===== src/rtl/prio_arb_pkg.sv =====
package prio_arb_pkg;
  localparam int MAX_PORTS = 6;

  typedef enum logic [1:0] {
    ACT_IDLE   = 2'd0,
    ACT_SPEND  = 2'd1,
    ACT_RELOAD = 2'd2,
    ACT_FREE   = 2'd3
  } arb_act_e;
endpackage


===== src/rtl/pwa_level_find.sv =====
module pwa_level_find #(
  parameter int NUM_PORTS = 6,
  parameter int PRIO_W    = 3
) (
  input  logic [NUM_PORTS-1:0]        req,
  input  logic [NUM_PORTS*PRIO_W-1:0] prio_q,
  output logic [PRIO_W-1:0]           top_lvl,
  output logic [NUM_PORTS-1:0]        at_lvl
);
  always_comb begin
    top_lvl = '0;
    for (int i = 0; i < NUM_PORTS; i++) begin
      if (req[i] && (prio_q[i*PRIO_W +: PRIO_W] > top_lvl)) begin
        top_lvl = prio_q[i*PRIO_W +: PRIO_W];
      end
    end
    for (int i = 0; i < NUM_PORTS; i++) begin
      at_lvl[i] = req[i] && (prio_q[i*PRIO_W +: PRIO_W] == top_lvl);
    end
  end
endmodule


===== src/rtl/pwa_rr_pick.sv =====
module pwa_rr_pick #(
  parameter int NUM_PORTS = 6,
  parameter int IDX_W     = 3
) (
  input  logic [NUM_PORTS-1:0] cand,
  input  logic [IDX_W-1:0]     last,
  output logic                 found,
  output logic [NUM_PORTS-1:0] pick_oh,
  output logic [IDX_W-1:0]     pick_idx
);
  always_comb begin
    found    = 1'b0;
    pick_oh  = '0;
    pick_idx = '0;
    for (int off = 1; off <= NUM_PORTS; off++) begin
      int j;
      j = (int'(last) + off) % NUM_PORTS;
      if (!found && cand[j]) begin
        found      = 1'b1;
        pick_oh[j] = 1'b1;
        pick_idx   = IDX_W'(j);
      end
    end
  end
endmodule


===== src/rtl/pwa_credit_bank.sv =====
module pwa_credit_bank #(
  parameter int NUM_PORTS = 6,
  parameter int WT_W      = 5
) (
  input  logic                      clk,
  input  logic                      rst,
  input  logic                      reload,
  input  logic [NUM_PORTS*WT_W-1:0] cfg_weight,
  input  logic [NUM_PORTS-1:0]      spend,
  output logic [NUM_PORTS-1:0]      has_credit,
  output logic [NUM_PORTS-1:0]      wt_nonzero
);
  for (genvar g = 0; g < NUM_PORTS; g++) begin : g_port
    logic [WT_W-1:0] credit_q;
    logic [WT_W-1:0] wt_q;

    always_ff @(posedge clk) begin
      if (rst) begin
        credit_q <= '0;
        wt_q     <= cfg_weight[g*WT_W +: WT_W];
      end else if (reload) begin
        credit_q <= cfg_weight[g*WT_W +: WT_W];
        wt_q     <= cfg_weight[g*WT_W +: WT_W];
      end else if (spend[g] && (credit_q != '0)) begin
        credit_q <= credit_q - 1'b1;
      end
    end

    assign has_credit[g] = (credit_q != '0);
    assign wt_nonzero[g] = (wt_q != '0);
  end
endmodule


===== src/rtl/prio_wt_arbiter.sv =====
module prio_wt_arbiter
  import prio_arb_pkg::*;
#(
  parameter int NUM_PORTS = 6,
  parameter int PRIO_W    = 3,
  parameter int WT_W      = 5
) (
  input  logic                        clk,
  input  logic                        rst,
  input  logic [NUM_PORTS-1:0]        req,
  input  logic [NUM_PORTS*PRIO_W-1:0] cfg_prio,
  input  logic [NUM_PORTS*WT_W-1:0]   cfg_weight,
  input  logic                        accept,
  output logic [NUM_PORTS-1:0]        grant
);
  localparam int IDX_W  = (NUM_PORTS > 1) ? $clog2(NUM_PORTS) : 1;
  localparam int LEVELS = 1 << PRIO_W;
  localparam logic [IDX_W-1:0] TOP_IDX = IDX_W'(NUM_PORTS - 1);

  logic [NUM_PORTS-1:0]        grant_q;
  logic [NUM_PORTS*PRIO_W-1:0] prio_q;
  logic [IDX_W-1:0]            last_q [LEVELS];

  logic [PRIO_W-1:0]    top_lvl;
  logic [NUM_PORTS-1:0] at_lvl;
  logic [NUM_PORTS-1:0] has_credit;
  logic [NUM_PORTS-1:0] wt_nonzero;
  logic [NUM_PORTS-1:0] credit_cand;
  logic [NUM_PORTS-1:0] heavy_cand;
  logic [NUM_PORTS-1:0] pick_cand;
  logic [NUM_PORTS-1:0] pick_oh;
  logic [IDX_W-1:0]     pick_idx;
  logic                 pick_found;
  logic                 busy;
  arb_act_e             act;
  logic                 do_reload;
  logic [NUM_PORTS-1:0] spend;

  pwa_level_find #(.NUM_PORTS(NUM_PORTS), .PRIO_W(PRIO_W)) u_level (
    .req     (req),
    .prio_q  (prio_q),
    .top_lvl (top_lvl),
    .at_lvl  (at_lvl)
  );

  assign busy        = |grant_q;
  assign credit_cand = at_lvl & has_credit;
  assign heavy_cand  = at_lvl & wt_nonzero;
  assign pick_cand   = (|credit_cand) ? credit_cand : at_lvl;

  pwa_rr_pick #(.NUM_PORTS(NUM_PORTS), .IDX_W(IDX_W)) u_pick (
    .cand     (pick_cand),
    .last     (last_q[top_lvl]),
    .found    (pick_found),
    .pick_oh  (pick_oh),
    .pick_idx (pick_idx)
  );

  always_comb begin
    act = ACT_IDLE;
    if (!busy) begin
      if (|credit_cand)     act = ACT_SPEND;
      else if (|heavy_cand) act = ACT_RELOAD;
      else if (|at_lvl)     act = ACT_FREE;
    end
  end

  assign do_reload = (act == ACT_RELOAD);
  assign spend     = (act == ACT_SPEND) ? pick_oh : '0;

  pwa_credit_bank #(.NUM_PORTS(NUM_PORTS), .WT_W(WT_W)) u_credit (
    .clk        (clk),
    .rst        (rst),
    .reload     (do_reload),
    .cfg_weight (cfg_weight),
    .spend      (spend),
    .has_credit (has_credit),
    .wt_nonzero (wt_nonzero)
  );

  always_ff @(posedge clk) begin
    if (rst) begin
      grant_q <= '0;
      prio_q  <= cfg_prio;
      for (int l = 0; l < LEVELS; l++) last_q[l] <= TOP_IDX;
    end else begin
      if (do_reload) prio_q <= cfg_prio;
      if (busy) begin
        if (accept) grant_q <= '0;
      end else if (((act == ACT_SPEND) || (act == ACT_FREE)) && pick_found) begin
        grant_q         <= pick_oh;
        last_q[top_lvl] <= pick_idx;
      end
    end
  end

  assign grant = grant_q;
endmodule


===== config.mk =====
export PLATFORM = sky130hd
export DESIGN_NAME = prio_wt_arbiter
export DESIGN_NICKNAME = d
export VERILOG_FILES = /design/src/rtl/prio_arb_pkg.sv /design/src/rtl/pwa_level_find.sv /design/src/rtl/pwa_rr_pick.sv /design/src/rtl/pwa_credit_bank.sv /design/src/rtl/prio_wt_arbiter.sv
export SDC_FILE = /design/constraint.sdc
export NUM_CORES = 1
export LEC_CHECK = 0
export BUFFER_PORTS_ARGS = -buffer_cell sky130_fd_sc_hd__buf_2
export CORE_MARGIN = 10
export CORE_UTILIZATION = 45
export DETAILED_ROUTE_END_ITERATION = 6
export GPL_ROUTABILITY_DRIVEN = 0
export PLACE_DENSITY_LB_ADDON = 0.25
export SYNTH_ARGS = -nofsm -noshare
export SYNTH_HDL_FRONTEND = slang
export SYNTH_SLANG_ARGS = --single-unit

===== constraint.sdc =====
create_clock -name clk -period 12.4 [get_ports clk]
set_clock_uncertainty 0.1 [all_clocks]
set_input_delay 0.62 -clock clk [delete_from_list [all_inputs] [get_ports clk]]
set_output_delay 0.62 -clock clk [all_outputs]
set_load 0.01 [all_outputs]

==> results.py <==
metrics = {
    "final_layout": {
        "drive_above_1_share_pct": 23.2,
        "final_nets": 1225,
        "synthToLayoutAreaGrowth_pct": 19.7,
        "num_antenna_cells": 0,
        "layout_commonest_cell": "nand2_1",
        "final_cell_mix": "nand2_1 (106), nor2_1 (100), edfxtp_1 (72), buf_4 (72), buf_2 (62)",
    },
    "clock_network": {
        "htreeDepth": 3,
        "cts_tree": "done",
        "ctsRootBufferMaster": "clkbuf_16",
        "cts.sinks": 108,
        "ctsLongestPathBuffers": 2,
        "numCtsBuffers": 9,
        "worstSkewPairLatency_ns": 0.36,
        "clk_pin_slew_ns": 0.08,
    },
    "placed_design": {
        "dp_hpwl_um": 21000,
        "io_buffers": 62,
    },
    "synth": {
        "synth.avg_cell_area_um2": 8.54,
        "ys_seq_area_share_pct": 32.8,
        "synth_nets": 1122,
        "ys_warn_count": 0,
        "synth_area_leader_cell": "edfxtp_1",
        "yosys.cell_types.count": 103,
        "synth_area_mm2": 0.00879,
        "ys_async_sr_fraction_pct": 0,
        "synth_top_area_share_pct": 24.6,
        "synth-edff-count": 72,
        "ys_top_cells_by_area": "edfxtp_1 (25%), dfxtp_1 (8.2%), ha_1 (5.1%), nand2_1 (4.6%), nor2_1 (4.5%)",
        "synth-seq-cells": 108,
        "postSynthCellCount": 1029,
        "ys.flop_type": "edfxtp_1",
    },
    "floorplanning": {
        "die_h_um": 160,
        "dieWidth_um": 160,
        "initial_core_util_pct": 45.4,
        "rows": 51,
        "dieArea_mm2": 0.0255,
        "io-pin-count": 63,
        "design.core.area_mm2": 0.0193,
    },
    "min_path": {
        "holdPathEnd": "prio_q[1]",
        "hold_depth": 1,
        "hp-start": "cfg_prio[1]",
        "hp-class": "input port to register",
    },
    "critical_path": {
        "cp_slowest_cell": "or4b_4",
        "worstSetupPathType": "register to register",
        "start_kind": "register",
        "end_kind": "register",
        "r2r_setup_slack_ns": 0.51,
        "rr_endpoint": "u_credit.g_port[3].credit_q[1]",
        "crit_required_ns": 12.61,
        "reg2regPathDepth": 58,
        "critical_path.max_stage_delay_ns": 0.52,
        "worstReg2RegStart": "prio_q[1]",
        "cp_data_arrival_time_ns": 12.09,
        "crit_path_max_fanout": 13,
    },
    "detailed_routing": {
        "first_pass_iters": 7,
        "vias": 8844,
        "drtIter0Drc": 823,
        "viasPerCell": 6.31,
        "ant_nets": 0,
        "drc": 0,
        "wl_per_cell_um": 19.9,
        "drt-total-wl_um": 27900,
    },
    "global_routing": {
        "overflow": 0,
        "grt_pass1_wl_um": 43800,
        "grt_pass1_vias": 8331,
        "track_usage_pct": 20.7,
        "antenna_found_initial": 0,
        "grt_max_degree": 47,
    },
    "sta": {
        "post-route-min-period_ns": 11.89,
        "period_share_pct": 95.9,
        "hold_slack_ns": 0.334,
        "setup_viol": 0,
        "max_freq_mhz": 84.1,
        "drv_slew": 0,
        "hold_viol": 0,
        "slew_headroom_pct": 20.0,
        "tightestPinTransition_ns": 1.20,
    },
    "status": {
        "run_status": "complete, no violations",
    },
    "flow_run": {
        "max_cap_violations": 0,
    },
}
==> worst max-delay path by stage <==
stage / endpoint / from / cells past startpoint
floorplan: u_credit.g_port[5].credit_q[2] / req[0] / 61
global placement: u_credit.g_port[4].credit_q[3] / req[0] / 58
detailed placement: u_credit.g_port[4].credit_q[3] / req[0] / 58
CTS: u_credit.g_port[4].credit_q[3] / prio_q[1] / 57
global route: u_credit.g_port[5].credit_q[2] / prio_q[1] / 59
finish: u_credit.g_port[3].credit_q[1] / prio_q[1] / 58
==> per-stage QoR <==
step	utilization [%]	setup slack (ns)	area (um2)	cells	TNS [ns]
2_1_floorplan	-	0.0533	8840	1029	0
3_3_place_gp	50.2	0.0191	9710	1365	0
3_5_place_dp	50.2	-0.379	9710	1365	-9.87
4_1_cts	51.8	0.0269	10000	1381	0
5_1_grt	54.4	-0.0892	10500	1402	-0.702
6_report	54.4	0.515	10500	1402	0
==> sequential cells by signal, indices dropped and copies added (netlist names) <==
name / count
u_credit.g_port.credit_q: 30
u_credit.g_port.wt_q: 30
last_q: 24
prio_q: 18
grant: 6
==> cell usage after synthesis (12+ instances only) <==
| library cell | number |
|---|---|
| inv_1 | 46 |
| mux2i_1 | 13 |
| nor3_1 | 30 |
| a21o_1 | 15 |
| o211ai_1 | 21 |
| o21ai_0 | 33 |
| a21oi_1 | 47 |
| nor2_1 | 105 |
| dfxtp_1 | 36 |
| nand3_1 | 34 |
| nand2_1 | 107 |
| and2_1 | 19 |
| xnor2_1 | 12 |
| or4_1 | 16 |
| nand4_1 | 13 |
| clkbuf_1 | 30 |
| ha_1 | 36 |
| edfxtp_1 | 72 |
| o31ai_1 | 17 |
| a311oi_1 | 17 |
| a211oi_1 | 18 |
| and3_1 | 18 |
==> layer usage <==
metal,routed length (um),track usage [%]
met1,12300,27.8
met2,13100,33.6
met3,1860,2.98
met4,619,6.91
met5,0,0
==> repair_timing <==
| item | CTS | global route |
|---|---|---|
| pin swaps | 0 | 32 |
| hold buffers | 0 | 0 |
| cloned | 0 | 0 |
| resized for setup | 2 | 66 |
| buffers inserted | 0 | 21 |
| endpoints found under the setup margin | 23 | 84 |
==> worst max-delay path: cells and delay by family (launching register included) <==
family	cells	cell delay, ns
flip-flops	1	0.39
AND/OR/NAND/NOR	21	2.98
AO/OA/AOI/OAI	21	4.71
multiplexers	2	0.58
adder cells (fa/ha/maj)	8	2.38
buffers and inverters	6	0.70
==> kinds of logic (layout without fill, tap and decap cells) <==
logic type	Yosys count	after routing	share of synthesized area, %
and+or+nand+nor	421	421	24.1
AOI/OAI and AO/OA	324	324	28.4
DFF	108	108	32.8
buffers and inverters	97	205	4.37
adders and majority gates	37	37	5.24
muxes	25	25	3.32
xor gates and xnor gates	17	17	1.69
==> layout make-up <==
type / count / area (um2)
clock buffer: 12 / 268
clock inverter: 4 / 37.5
fill: 1786 / 8820
inverter: 52 / 199
multi-input combinational: 824 / 5910
sequential: 108 / 2880
tap: 265 / 332
timing repair buffer: 137 / 885
Power is not shown: default switching activity piles up to over one toggle a cycle in this logic, so the estimate is an artifact.
